<file path="config.mk">
export PLATFORM = sky130hd
export DESIGN_NAME = tone_poly_channel
export DESIGN_NICKNAME = d
export VERILOG_FILES = /design/src/rtl/tone_poly_channel.sv
export SDC_FILE = /design/constraint.sdc
export NUM_CORES = 1
export LEC_CHECK = 0
export BUFFER_PORTS_ARGS = -buffer_cell sky130_fd_sc_hd__buf_2
export CORE_AREA = 2 2 39 41
export CTS_BUF_LIST = sky130_fd_sc_hd__clkbuf_16
export DETAILED_ROUTE_END_ITERATION = 6
export DIE_AREA = 0 0 41 43
export PLACE_DENSITY = 0.65
export SKIP_LAST_GASP = 1
export SYNTH_ARGS = -nofsm -noshare
export SYNTH_HDL_FRONTEND = slang
export SYNTH_SLANG_ARGS = --single-unit
</file>
<file path="constraint.sdc">
create_clock -name clk -period 2.1 [get_ports clk]
set_clock_uncertainty 0.1 [all_clocks]
set_input_delay 0.105 -clock clk [delete_from_list [all_inputs] [get_ports clk]]
set_output_delay 0.105 -clock clk [all_outputs]
set_load 0.005 [all_outputs]
</file>
<file path="src/rtl/tone_poly_channel.sv">
module tone_poly_channel (
  input  logic       clk,
  input  logic       rst_n,
  input  logic       adv_pulse,
  input  logic [3:0] ctrl,
  output logic       wave_bit
);
  logic [3:0] p4_q, p4_n;
  logic [5:0] p5_q, p5_n, p5_step;
  logic       gate_div, gate_poly;

  function automatic logic [3:0] poly4(input logic [3:0] p);
    return (p != 4'd0) ? {p[2:0], p[3] ^ p[2]} : 4'd1;
  endfunction

  function automatic logic [3:0] half(input logic [3:0] p);
    return {p[2:0], ~p[0]};
  endfunction

  function automatic logic [3:0] six(input logic [3:0] p);
    logic [3:0] inv;
    inv = ~p;
    return {inv[2:0], ~p[2] & (p[2:0] != 3'd0)};
  endfunction

  assign p5_step   = (p5_q[4:0] != 5'd0) ? {p5_q[4:0], p5_q[4] ^ p5_q[2]} : 6'd1;
  assign gate_div  = p5_step[3:0] == 4'h8;
  assign gate_poly = p5_step[4];

  always_comb begin
    p4_n = p4_q;
    p5_n = p5_q;
    case (ctrl)
      4'h0, 4'hB: p4_n = {p4_q[2:0], 1'b1};
      4'h1:       p4_n = poly4(p4_q);
      4'h2: begin
        p5_n = p5_step;
        if (gate_div) p4_n = poly4(p4_q);
      end
      4'h3: begin
        p5_n = p5_step;
        if (gate_poly) p4_n = poly4(p4_q);
      end
      4'h4, 4'h5: p4_n = half(p4_q);
      4'h6: begin
        p5_n = p5_step;
        if (gate_div) p4_n = half(p4_q);
      end
      4'h7: begin
        p5_n = p5_step;
        if (gate_poly) p4_n = half(p4_q);
      end
      4'h8: begin
        p5_n = ((p5_q[4:0] != 5'd0) || (p4_q != 4'd0)) ?
               {p5_q[4:0], p4_q[3] ^ p5_q[4]} : 6'd1;
        p4_n = {p4_q[2:0], p5_n[5]};
      end
      4'h9: begin
        p5_n = p5_step;
        p4_n = {p4_q[2:0], p5_step[5]};
      end
      4'hA: begin
        p5_n = p5_step;
        if (gate_div) p4_n = {p4_q[2:0], p5_step[4]};
      end
      4'hC, 4'hD: p4_n = six(p4_q);
      4'hE: begin
        p5_n = p5_step;
        if (gate_div) p4_n = six(p4_q);
      end
      default: begin
        p5_n = p5_step;
        if (gate_poly) p4_n = six(p4_q);
      end
    endcase
  end

  always_ff @(posedge clk) begin
    if (!rst_n) begin
      p4_q <= '0;
      p5_q <= '0;
    end else if (adv_pulse) begin
      p4_q <= p4_n;
      p5_q <= p5_n;
    end
  end

  assign wave_bit = p4_q[3];
endmodule


</file>
==> flow_results.org, run 1 <==
** Die
- Vertical die dimension :: approximately 43 µm
- The floorplan step defined a die boundary enclosing between 0.0015 and 0.002 mm².
- Initial Util :: between 40% and 50%
- The total area inside the core boundary comes to 0.00138 mm².
- In this run the horizontal extent of the chip is 41 µm.
- Number of top-level design ports :: 8
- The floorplan has 14 rows.

** Logic synthesis
- Top cells by area in the synthesized netlist :: sky130_fd_sc_hd__dfxtp_1 (30%), sky130_fd_sc_hd__mux2i_1 (8.3%), sky130_fd_sc_hd__a2111oi_4 (4.6%), sky130_fd_sc_hd__nor2_1 (3.7%), sky130_fd_sc_hd__inv_1 (3.1%)
- Largest family of logic cells by synthesized area :: compound AO/OA/AOI/OAI gates
- Among all cell types in the netlist, the one instantiated most often is sky130_fd_sc_hd__dfxtp_1.
- Yosys mapped a number of flops with a built-in enable equal to 0.
- Adder-cell share of the synthesized area :: 2.07%
- Summing the areas of all and, or, nand and nor instances in the mapped netlist gives 24.1% of the synthesized area.
- Measured against the total synthesized area, the mux share comes to 10.2%.
- For this run, the number of Yosys warnings is 0.
- Post-Synthesis Cells :: 64
- Averaged over all synthesized cells, the footprint is 9.42 µm².
- Counting flops with an async set or reset pin after synthesis yields a share of 0%.
- The cell area that synthesis handed to floorplanning was 603 µm².
- Number of register bits inferred by synthesis :: 9
- Of the total synthesized cell area, the portion taken by XOR and XNOR cells is 4.36%.
- The number of different library cells used by synthesis comes to 37.
- Net count after synthesis :: 72
- The top cell type by area accounts for about 30% of the synthesized area.
- Seq/Total Area, Yosys :: 29.9%
- Post-synthesis compound-gate area fraction :: 24.9%
- Most used DFF post-synth :: sky130_fd_sc_hd__dfxtp_1
- Top post-synthesis cells by count :: sky130_fd_sc_hd__dfxtp_1 (9), sky130_fd_sc_hd__nor2_1 (6), sky130_fd_sc_hd__inv_1 (5), sky130_fd_sc_hd__mux2i_1 (5), sky130_fd_sc_hd__nor3_1 (3)
- Area leader, netlist :: sky130_fd_sc_hd__dfxtp_1

** CTS
- Buffer count from post-CTS setup fixing :: 0
- Hold repair after CTS inserted 0 buffers.
- The tree is rooted in a sky130_fd_sc_hd__clkbuf_16.
- Clock latency at the later pin of the worst-skew pair :: 0.23 ns
- No sink is reached through more buffers than the 2 on the longest clock path.
- Post-CTS repair changed the size of 0 cells.
- Reg clk slew, reported paths :: 0.04 ns
- Counting the buffers created by CTS gives 3.
- TritonCTS built the clock tree.
- The clock net in this run drives a total of 9 sinks.
- H-tree depth reported by CTS :: 1

** Final layout
- Inserted Diodes :: 0
- Post-route design area :: roughly 730 µm²
- Filler Cells Inserted :: 137
- Layout-stage area growth over the synthesis result :: 21.4%
- Fraction of layout instances using a drive strength above 1 :: 24.3%
- Net count of the finished layout :: 83

** Critical path
- STA puts the critical path data required time at between 2 and 2.5 ns.
- STA classifies the critical path startpoint as a flip-flop.
- Traced cell by cell, the critical path runs through inv_1 -> ha_1 -> or4b_4 -> a2111oi_4 -> o21ai_1 -> a221oi_2.
- FF-to-FF path depth :: 6
- Maximum net fanout on the critical path :: 4
- On the critical path, the stage with the largest delay is an instance of sky130_fd_sc_hd__or4b_4.
- At the worst endpoint, the arrival time is 1.86 ns.
- Crit. Startpoint :: p4_q[2]
- Worst Setup Path Type :: reg2reg
- Counting buffers and inverters, the worst setup path is 6 cells deep.
- For this run, the slowest stage of the critical path takes 0.47 ns.
- Counting both buffers and inverters, the worst setup path holds a total of 1.
- CP Capture Type :: flip-flop
- Crit-path leading delay family :: compound AO/OA/AOI/OAI gates
- In this run the critical register-to-register path is launched from p4_q[2].

** Timing
- Period Utilization, post-route :: 86.7%
- Setup violations remaining at the end of the flow were counted as 0.
- Setup repair after global routing left no endpoint under its margin.
- Headroom to the max-slew limit came out at 70.1%.
- Achievable clock frequency :: 0.549 GHz
- Minimum clock period :: 1.82 ns
- Summed over all failing endpoints, the final setup total negative slack is 0 ns.
- Slew @ Worst Pin :: approximately 0.45 ns
- The number of pins exceeding their max-slew limit in the final report came to 0.
- Number of endpoints with negative hold slack in the final report :: 0

** Global route
- Global route overflow :: 0
- GRT Resource Usage Total :: between 15 and 20%
- Entering global routing, the biggest net connects 12 pins.
- Number of antenna violations at the first check in global routing :: 0
- Wire length of the first global-routing pass :: around 2100 µm
- Vias in the first global route :: 476

** Worst hold path
- Min-Delay Path Class :: in2reg
- Along the worst hold path, the cell count comes to 3.
- In this run the most critical hold path is launched from rst_n.

** Pwr
- Worst vdd rail ir drop :: 590 µV
- Power Density :: 848 mW/mm²
- Static Leak :: a little under 0.3 nW

** Placement
- Summing all placed instances gives a cell area of 653 µm².
- At the end of routability-driven placement, the weighted congestion stood at roughly 0.73.
- The wire-length estimate of the detail-placed layout is 878 µm.
- IO buf count :: 7

** Routing
- The final layout contains routed wiring with a total length of 1180 µm.
- In the final routed layout, each cell accounts on average for 13.1 µm.
- Number of routed nets with antenna violations :: 0
- Routed vias/inst :: approximately 5.7
- Iteration-0 DRC Markers :: 6
- DRC viols :: 0
- The routed layout has 515 vias.
- For this run, the detailed router's first-pass iteration total came to 4.

** Status
- The run finished with clean final reports.

** Run
- Max-cap viol count :: 0
sequential cells by signal (all words and copies together), names as in the netlist:
register	cells
p5_q	5
p4_q	4
cell type report:
| class | instances | area (µm²) | share of cell area, % |
|---|---|---|---|
| multi-input combinational | 48 | 395 | 54.0 |
| sequential | 9 | 180 | 24.6 |
| clock buffer | 3 | 75.1 | 10.3 |
| timing repair buffer | 7 | 35.0 | 4.79 |
| inverter | 6 | 22.5 | 3.08 |
| tap | 16 | 20.0 | 2.74 |
| clock inverter | 1 | 3.75 | 0.513 |
worst paths after layout:
check / to / slack [ns]
worst min register to register: p4_q[3] / 0.41
worst max register to register: p5_q[0] / 0.28
worst min-delay path: p4_q[3] / 0.06
worst max-delay path: p5_q[0] / 0.28
worst reg2reg max path, stage by stage (launching register included):
cell,delay (ns)
sky130_fd_sc_hd__dfxtp_1,0.33
sky130_fd_sc_hd__inv_1,0.07
sky130_fd_sc_hd__ha_1,0.14
sky130_fd_sc_hd__or4b_4,0.47
sky130_fd_sc_hd__a2111oi_4,0.30
sky130_fd_sc_hd__o21ai_1,0.12
sky130_fd_sc_hd__a221oi_2,0.20
placed cells by master, fill, tap and decap left out, drive strengths merged, types with 2 or more instances in the layout:
cell type,synthesis,routed
dfxtp,9,9
buf,1,7
inv,5,6
nor2,6,6
mux2i,5,5
nor3,3,3
clkbuf,0,3
xor2,2,2
a211oi,2,2
nor3b,2,2
a21oi,2,2
o21ai,2,2
nor4b,2,2
o211ai,2,2
stage by stage:
stage,power (W),std cells,worst slack [ns],utilization [%],hold WS (ns)
after detailed placement,0.000297,86,0.294,47.2,0.308
after CTS,0.000630,90,0.265,52.9,0.0686
final,0.000621,90,0.280,52.9,0.0649
after global routing,0.000653,90,0.130,52.9,0.0918
after global placement,0.000296,86,0.309,47.2,0.299
after floorplan,0.000272,64,0.357,-,0.169
power by group:
part	switching, W	total [W]	internal (W)
registers	0.0000138	0.000196	0.000182
clock network	0.0000772	0.000325	0.000248
logic	0.0000485	0.0000994	0.0000509
logic make-up after synthesis:
group	Yosys count
and+or+nand+nor	22
AOI/OAI and AO/OA	16
DFF	9
buffers and inverters	7
muxes	6
xor gates and xnor gates	3
adders and majority gates	1
metal layers:
metal | up-vias | GRT usage (%) | share of wire, %
li1 | 263 | - | -
met1 | 244 | 22.5 | 46
met2 | 8 | 25.3 | 49
met3 | 0 | 7.85 | 4.6
met4 | 0 | 2.00 | 0
met5 | - | 0 | 0
Power figures use the tool's default switching activity.
==> run 2: changes to the inputs <==
--- a/config.mk
+++ b/config.mk
@@ -5,12 +5,13 @@
 export SDC_FILE = /design/constraint.sdc
 export NUM_CORES = 1
 export LEC_CHECK = 0
-export BUFFER_PORTS_ARGS = -buffer_cell sky130_fd_sc_hd__buf_2
+export BUFFER_PORTS_ARGS = -buffer_cell sky130_fd_sc_hd__buf_4
 export CORE_AREA = 2 2 39 41
 export CTS_BUF_LIST = sky130_fd_sc_hd__clkbuf_16
 export DETAILED_ROUTE_END_ITERATION = 6
 export DIE_AREA = 0 0 41 43
 export PLACE_DENSITY = 0.65
+export SKIP_CTS_REPAIR_TIMING = 1
 export SKIP_LAST_GASP = 1
 export SYNTH_ARGS = -nofsm -noshare
 export SYNTH_HDL_FRONTEND = slang
==> flow_results.org, run 2 (same netlist as run 1, synthesis figures left out) <==
** Status
- The flow ran to the end, and the final reports show no timing, DRC or antenna violations.

** Final layout
- Net count of the finished layout :: 83
- The repair_antennas step left the layout with diodes totalling 0.
- Ranked by flip-flop count, first place goes to p5_q.
- Filler Cells Inserted :: 134
- Non-Filler Instances :: 90
- In the layout the commonest cells are sky130_fd_sc_hd__dfxtp_1 (9), sky130_fd_sc_hd__buf_4 (7), sky130_fd_sc_hd__inv_1 (6), sky130_fd_sc_hd__nor2_1 (6), sky130_fd_sc_hd__mux2i_1 (5).
- In the final layout, the share of cells above drive strength 1 is 24.3%.
- The register with the most flip-flops in the layout has 5 of them.
- The library cell used most frequently in the layout, excluding fill and tap cells, is sky130_fd_sc_hd__dfxtp_1.
- In the final layout, the registers with the most flip-flops are p5_q: 5 flops, p4_q: 4 flops.
- Relative to the synthesized area, the layout overhead comes to 24.3%.

** Pwr
- Total net switching power :: ~0.00014 W
- Switching part of the total :: 22.4%
- The clock network accounts for 52.2% of the total power.
- Design Power :: 0.000625 W
- The share of total power dissipated in sequential elements is 31.4%.
- Power Density :: 834 mW/mm²
- The worst-case IR drop observed on VDD is 893 µV.
- The analysis attributes to cell leakage a power of 0.298 nW.
- Total internal power :: 0.000485 W
- Combinational share of power :: between 15 and 20%

** Routing
- The routed design uses 40 µm of met3 wire.
- Sum of routed wire length over all layers :: 1210 µm
- DRC viols :: 0
- Highest routing layer actually used :: met3
- Before antenna repair, the detailed router went through 4 iterations.
- Total vias in the final route :: 500
- Number of routed nets with antenna violations :: 0
- Iteration-0 DRC Markers :: 7
- In the routed layout, each cell is associated on average with a via count of between 5 and 6.
- Routed metal-1 wire length :: between 500 and 600 µm
- Routed length per instance :: 13.4 µm
- In the detailed route, the total length drawn on met2 is 585 µm.

** Global route
- The initial antenna violation count is 0.
- Global route overflow :: 0
- For this run, the total global-route usage over all layers was measured as between 10% and 20%.
- Vias in the first global route :: slightly below 500
- The first global-routing pass estimated 2170 µm of wire.
- Entering global routing, the biggest net connects 12 pins.

** Timing
- Setup repair after global routing missed its margin :: no
- Achievable clock frequency :: 0.547 GHz
- In this run the tightest slew margin relative to its limit is 70.2%.
- Across all hold checks on the routed design, the worst slack comes to roughly 0.066 ns.
- Slew @ Worst Pin :: 0.446 ns
- Number of endpoints with negative hold slack in the final report :: 0
- The final critical path takes up 87.1% of the cycle.
- Minimum clock period :: between 1.5 and 2 ns
- Final number of max-transition violations :: 0
- Post-route setup TNS :: 0 ns
- Setup violations remaining at the end of the flow were counted as 0.

** Critical path
- The setup check on the worst reg-to-reg path leaves a slack of 0.27 ns.
- Maximum net fanout on the critical path :: 4
- Launching element type of the critical path :: flip-flop
- WP data arrival :: roughly 1.9 ns
- CP Capture Type :: flip-flop
- Worst Setup Path Type :: reg2reg
- For the worst setup path, the data required time is 2.14 ns.

** Die
- Width of the die :: 41 µm
- Area enclosed by the die boundary :: about 0.0018 mm²
- 8 I/O pins were placed.
- The total area inside the core boundary comes to ~0.0014 mm².
- Row generation in the floorplan step produced 14 rows.
- Initial Util :: 43.6%
- Vertical die dimension :: 43 µm

** CTS
- Worst-case clock buffer depth :: 2
- Clock latency at the later pin of the worst-skew pair :: about 0.23 ns
- CTS saw 9 sinks.
- After clock tree synthesis, the clock-pin slew on the worst setup and hold paths is about 0.04 ns.
- Inserted Clock Buffers :: 3
- CTS tree :: done
- H-tree depth reported by CTS :: 1
- Clock tree synthesis selected as its root buffer the cell sky130_fd_sc_hd__clkbuf_16.

** Placement
- Placed wire-length estimate after detailed placement :: 912 µm
- IO buf count :: 7
- RePlAce Congestion :: 0.726
- In this run, placement finished with an instance count of 86.

** Worst hold path
- Min-Delay Path Class :: in2reg

** Run
- Max-cap viol count :: 0
## run 2: area by class of cell
cell class                      instances  area (µm²)  share of cell area, %
Timing Repair Buffer                    7        52.6                   7.01
Tap cell                               16        20.0                   2.67
Inverter                                6        22.5                   3.01
Clock inverter                          1        3.75                  0.501
Clock buffer                            3        75.1                   10.0
Sequential cell                         9         180                   24.0
Multi-Input combinational cell         48         395                   52.8
## run 2: metal layers
layer	vias to the layer above	GRT usage, %
met2	4	26.3
met4	0	4.00
met5	-	0
met3	0	9.42
met1	235	24.4
li1	261	-
## run 2: power groups by stage
stage,Combinational (W),Clock [W],Sequential [W]
floorplan,0.0000765,0,0.000196
global placement,0.000102,0,0.000198
detailed placement,0.000103,0,0.000199
CTS,0.000103,0.000335,0.000196
global route,0.000116,0.000344,0.000198
finish,0.000103,0.000326,0.000197
## run 2: worst paths after layout
check                             start       to  cells after the start
worst max-delay path            p4_q[2]  p5_q[0]                      6
worst min register to register  p4_q[3]  p4_q[3]                      2
worst max register to register  p4_q[2]  p5_q[0]                      6
worst min-delay path              rst_n  p4_q[3]                      3
## run 2: worst max-delay path: stages, from the launching register on
cell and delay (ns):
sky130_fd_sc_hd__dfxtp_1 0.34, sky130_fd_sc_hd__inv_1 0.07, sky130_fd_sc_hd__ha_1 0.14, sky130_fd_sc_hd__or4b_4 0.47, sky130_fd_sc_hd__a2111oi_4 0.29, sky130_fd_sc_hd__o21ai_1 0.12, sky130_fd_sc_hd__a221oi_2 0.21
## run 2: through the flow
stage	setup slack [ns]	util [%]	area [µm²]
detailed placement	0.294	48.5	671
global route	0.131	54.2	749
global placement	0.304	48.5	671
finish	0.272	54.2	749
CTS	0.267	54.2	749
floorplan	0.357	-	603
